## src/rtl/ipc_sig_wdec.sv

```systemverilog
module ipc_sig_wdec #(
   parameter int DATA_W  = 32,
   parameter int NUM_SIG = 5
) (
   input  logic               we,
   input  logic [DATA_W-1:0]  data,
   output logic [NUM_SIG-1:0] pulse
);
   // only the implemented slice takes part; upper bits are dropped here
   assign pulse = we ? data[NUM_SIG-1:0] : '0;
endmodule

```

## src/rtl/ipc_sig_cell.sv

```systemverilog
module ipc_sig_cell (
   input  logic clk,
   input  logic rst_n,
   input  logic set_i,
   input  logic clr_i,
   output logic q
);
   always_ff @(posedge clk) begin
      if (!rst_n)     q <= 1'b0;
      else if (set_i) q <= 1'b1;   // set dominates a same-edge clear
      else if (clr_i) q <= 1'b0;
   end
endmodule

```

## src/rtl/ipc_sig_route.sv

```systemverilog
module ipc_sig_route #(
   parameter int NUM_SIG = 5,
   parameter int A_CNT   = 4,
   parameter int B_FIRST = 2,
   parameter int B_CNT   = 2,
   parameter int NMI_IDX = 4
) (
   input  logic [NUM_SIG-1:0] flags,
   output logic [A_CNT-1:0]   evt_a,
   output logic [B_CNT-1:0]   evt_b,
   output logic               nmi_b
);
   for (genvar i = 0; i < A_CNT; i++) begin : g_a
      assign evt_a[i] = flags[i];
   end
   for (genvar j = 0; j < B_CNT; j++) begin : g_b
      assign evt_b[j] = flags[B_FIRST + j];
   end
   assign nmi_b = flags[NMI_IDX];
endmodule

```

## src/rtl/ipc_sig_regs.sv

```systemverilog
module ipc_sig_regs #(
   parameter int DATA_W  = 32,
   parameter int NUM_SIG = 5,
   parameter int A_CNT   = 4,
   parameter int B_FIRST = 2,
   parameter int B_CNT   = 2,
   parameter int NMI_IDX = 4
) (
   input  logic              clk,
   input  logic              rst_n,
   input  logic              set_we,
   input  logic [DATA_W-1:0] set_data,
   input  logic              clr_we,
   input  logic [DATA_W-1:0] clr_data,
   output logic [DATA_W-1:0] rd_data,
   output logic [A_CNT-1:0]  evt_a,
   output logic [B_CNT-1:0]  evt_b,
   output logic              nmi_b
);
   localparam int PAD_W = DATA_W - NUM_SIG;

   if (NUM_SIG < 1 || NUM_SIG >= DATA_W) begin : g_bad_num
      $error("NUM_SIG must be between 1 and DATA_W-1");
   end
   if (A_CNT > NUM_SIG || B_FIRST + B_CNT > NUM_SIG) begin : g_bad_route
      $error("event routing exceeds flag count");
   end
   if (NMI_IDX >= NUM_SIG || NMI_IDX < A_CNT) begin : g_bad_nmi
      $error("NMI flag must be a flag outside the processor A range");
   end

   logic [NUM_SIG-1:0] set_p, clr_p, flags;

   ipc_sig_wdec #(.DATA_W(DATA_W), .NUM_SIG(NUM_SIG)) u_set_dec (
      .we(set_we), .data(set_data), .pulse(set_p));
   ipc_sig_wdec #(.DATA_W(DATA_W), .NUM_SIG(NUM_SIG)) u_clr_dec (
      .we(clr_we), .data(clr_data), .pulse(clr_p));

   for (genvar k = 0; k < NUM_SIG; k++) begin : g_flag
      ipc_sig_cell u_cell (
         .clk(clk), .rst_n(rst_n),
         .set_i(set_p[k]), .clr_i(clr_p[k]), .q(flags[k]));
   end

   ipc_sig_route #(
      .NUM_SIG(NUM_SIG), .A_CNT(A_CNT), .B_FIRST(B_FIRST),
      .B_CNT(B_CNT), .NMI_IDX(NMI_IDX)
   ) u_route (
      .flags(flags), .evt_a(evt_a), .evt_b(evt_b), .nmi_b(nmi_b));

   assign rd_data = {{PAD_W{1'b0}}, flags};
endmodule

```

## config.mk

```make
export PLATFORM = sky130hd
export DESIGN_NAME = ipc_sig_regs
export DESIGN_NICKNAME = d
export VERILOG_FILES = /design/src/rtl/ipc_sig_wdec.sv /design/src/rtl/ipc_sig_cell.sv /design/src/rtl/ipc_sig_route.sv /design/src/rtl/ipc_sig_regs.sv
export SDC_FILE = /design/constraint.sdc
export NUM_CORES = 1
export LEC_CHECK = 0
export BUFFER_PORTS_ARGS = -buffer_cell sky130_fd_sc_hd__buf_2
export CAP_MARGIN = 0
export CORE_MARGIN = 8
export CORE_UTILIZATION = 24
export CTS_CLUSTER_DIAMETER = 150
export DETAILED_ROUTE_END_ITERATION = 10
export PLACE_DENSITY_LB_ADDON = 0.2
export SLEW_MARGIN = 0
export SYNTH_ARGS = -nofsm -noshare
export SYNTH_HDL_FRONTEND = slang
export SYNTH_HIERARCHICAL = 1
export SYNTH_SLANG_ARGS = --single-unit
```

## constraint.sdc

```tcl
create_clock -name clk -period 0.8 [get_ports clk]
set_input_delay 0.16 -clock clk [delete_from_list [all_inputs] [get_ports clk]]
set_output_delay 0.16 -clock clk [all_outputs]
set_load 0.02 [all_outputs]
```

==> impl_summary.md <==
Clock tree
The H-tree depth reported by CTS is 1. In this run the post-CTS setup repair buffer count came out at 0. Counting the buffers created by CTS gives 3.

The tree is rooted in a sky130_fd_sc_hd__clkbuf_4. Clock latency on the worst-skew pair, taken at its later pin, is 0.24 ns. After clock tree synthesis, the clock-pin slew on the worst setup and hold paths is 0.04 ns. CTS saw 5 sinks. The TritonCTS clock tree is built. The buffer levels on the longest clock path is 2.

Layout
The antenna cell count is 0. The top cell types in the final layout, fill and taps aside, are sky130_fd_sc_hd__conb_1 (27), sky130_fd_sc_hd__buf_2 (13), sky130_fd_sc_hd__buf_6 (12). The finished cells cover 643 um2. Compared with the post-synthesis result, the final layout area differs by 21.8%. The register name with the most flops is g_flag.u_cell/q. The number of standard cells in the layout, taps in and fillers out is 109. The final-stage net count is 150. Of the cells placed in the final design, the portion with a size suffix greater than 1 is 0.469. The utilization of the core after routing is 0.299. The largest registers in the layout are g_flag.u_cell/q (5). The register with the most flip-flops in the layout has 5 of them. Fill cells in the final layout number 231. The most common cell after layout, fill and taps aside is sky130_fd_sc_hd__conb_1.

Global route
The number of antenna violations at the first check in global routing is 0. The first global-routing pass estimated 1990 um of wire. The overall fraction of global-route tracks in use is 0.0625. The via count of the first global-routing pass is 384.

The aggregate global routing overflow is 0. The pin count of the biggest net entering global routing is 6.

Synthesis
Synthesis produced a netlist whose cell count is 60. Of the post-synthesis cell area, the dominant cell type holds 0.483. The total standard cell area after synthesis is 528 um2. The part of the Yosys area used for sequential elements is 0.190. The total of warnings raised by yosys is 6. In the post-synthesis netlist, the biggest area contributors are sky130_fd_sc_hd__buf_4 (48%), sky130_fd_sc_hd__dfxtp_1 (19%), sky130_fd_sc_hd__nor2b_4 (13%). The number of distinct standard cells referenced by the synthesized netlist is 6. In this run, synthesis produced a sequential element count of 5. Summed over all instances, the cell type with the most area after synthesis is sky130_fd_sc_hd__buf_4.

The synthesized area divided by synthesized cell count is 8.80 um2.

Critical path
Walking the worst path, the cells encountered are buf_6. Together, buffers and inverters on the worst path number 1. In this run the critical register-to-register path is launched from g_flag[2].u_cell/q.

Broken down by cell family, the worst path's largest delay share belongs to flip-flops. The worst setup path startpoint is g_flag[2].u_cell/q. The reg-to-reg setup timing slack is 0.07 ns.

The highest-delay cell along the critical path is sky130_fd_sc_hd__dfxtp_4. The category of the most critical setup path is flop to output pin. The worst setup path is launched from a flop.

The largest single stage delay on the critical path is 0.37 ns. Of all nets on the critical path, the largest fanout is 4. STA classifies the critical path endpoint as an output pin.

The worst endpoint required time is 0.64 ns. Data on the critical path arrives at its endpoint at 0.73 ns.

Detailed routing
Summing over every cut layer, the via total after detailed routing is 346. The count of unresolved DRC violations after routing is 0. The DRC marker count from the first detailed-route iteration is 11. After detailed routing, the average wire length per cell comes to 10.9 um. The first-pass detailed-route iteration total is 3. The detail route stage leaves a number of antenna-violating nets equal to 0. The routed via count divided by cell count is 3.17.

The final layout contains routed wiring with a total length of 1190 um.

Floorplan
The overall die height is 62.9 um. For this configuration, the core starts out at a cell density of 0.246. The row count is 17. In this run the standard cell core region covers 2150 um2. The die is 62.9 um wide. The die covers 3960 um2.

The I/O pin total is 107.

Hold path
The tightest min-delay check is of the input port to flop type. The worst hold path begins at rst_n.

STA
The clock skew is 0 ns. Setup violations remaining at the end of the flow were counted as 12. In the finished design, the share of the clock period the worst path needs comes to 1.11.

The shortest period the worst path allows is 0.888 ns. Across all setup checks in the final design, the least slack found is -0.0882 ns. The total count of max-transition violations in the final report was 0. Setup repair after global routing could not meet its margin everywhere. The final count of hold timing violations came to 0. The highest clock frequency the design can meet is 1130 MHz.

Power
The worst IR drop on VDD is 533 uV. The static power due to leakage is 0.333 nW. The power density over cell area is 1430 nW/um2.

Placed design
The total half-perimeter wirelength after legalization and detailed placement is 1010 um. The worst slack at placement is 0.0113 ns. The count of buffers inserted at the top-level ports is 25. The weighted congestion at the end of routability-driven global placement is 0.656. Counting tap cells, the placed design contains a total of 105 instances. The post-detailed-placement cell area is 531 um2.

Run status
The run finished, with violations left. The checks that failed: negative setup slack.

Job
Max-cap violations in this run came to 0.
routing by layer:
metal	part of all wire	GRT usage	vias up
li1	-	-	167
met1	0.40	0.0646	149
met2	0.49	0.0960	30
met3	0.11	0.0376	0
met4	0	0.0342	0
met5	0	0	-
cells by family after synthesis:
| group | Yosys count | share of synthesized area |
|---|---|---|
| buffers and inverters | 34 | 0.483 |
| AND/OR/NAND/NOR | 15 | 0.249 |
| other | 1 | 0.00710 |
| flip-flops | 5 | 0.190 |
| AO/OA/AOI/OAI | 5 | 0.0711 |
cell usage after synthesis:
| master | number |
|---|---|
| sky130_fd_sc_hd__dfxtp_1 | 5 |
| sky130_fd_sc_hd__and2_1 | 10 |
| sky130_fd_sc_hd__conb_1 | 1 |
| sky130_fd_sc_hd__buf_4 | 34 |
| sky130_fd_sc_hd__nor2b_4 | 5 |
| sky130_fd_sc_hd__o21a_1 | 5 |
area by class of cell:
cell class,count,area [um2],share of cell area
repair buffers,25,200,0.311
flip-flops and latches,5,111,0.173
clock buffers,4,26.3,0.0409
well taps,28,35.0,0.0545
multi-input cells,47,270,0.420
power by group:
group | internal [mW] | switching [mW]
clock | 0.188 | 0.0995
combinational | 0.131 | 0.211
sequential | 0.266 | 0.0202
total | 0.586 | 0.331
worst paths after layout:
kind,endpoint,cells past startpoint
setup reg to reg,g_flag[2].u_cell/q,2
hold reg to reg,g_flag[1].u_cell/q,2
hold / removal,g_flag[3].u_cell/q,2
setup / recovery,evt_a[2],1
per-stage QoR:
stage | hold slack [ns] | setup TNS [ns] | total power, mW
floorplan | 0.277 | 0 | 0.630
global placement | 0.451 | 0 | 0.578
detailed placement | 0.453 | 0 | 0.580
CTS | 0.190 | -1.04 | 0.919
global route | 0.200 | -1.25 | 0.982
finish | 0.191 | -0.887 | 0.917
repair_timing:
| action | 4_1_cts | 5_1_grt |
|---|---|---|
| hold buffers | 0 | 0 |
| resized for setup | 25 | 6 |
| endpoints found under the setup margin | 12 | 12 |
No activity file was read; power rests on OpenSTA's default activity.
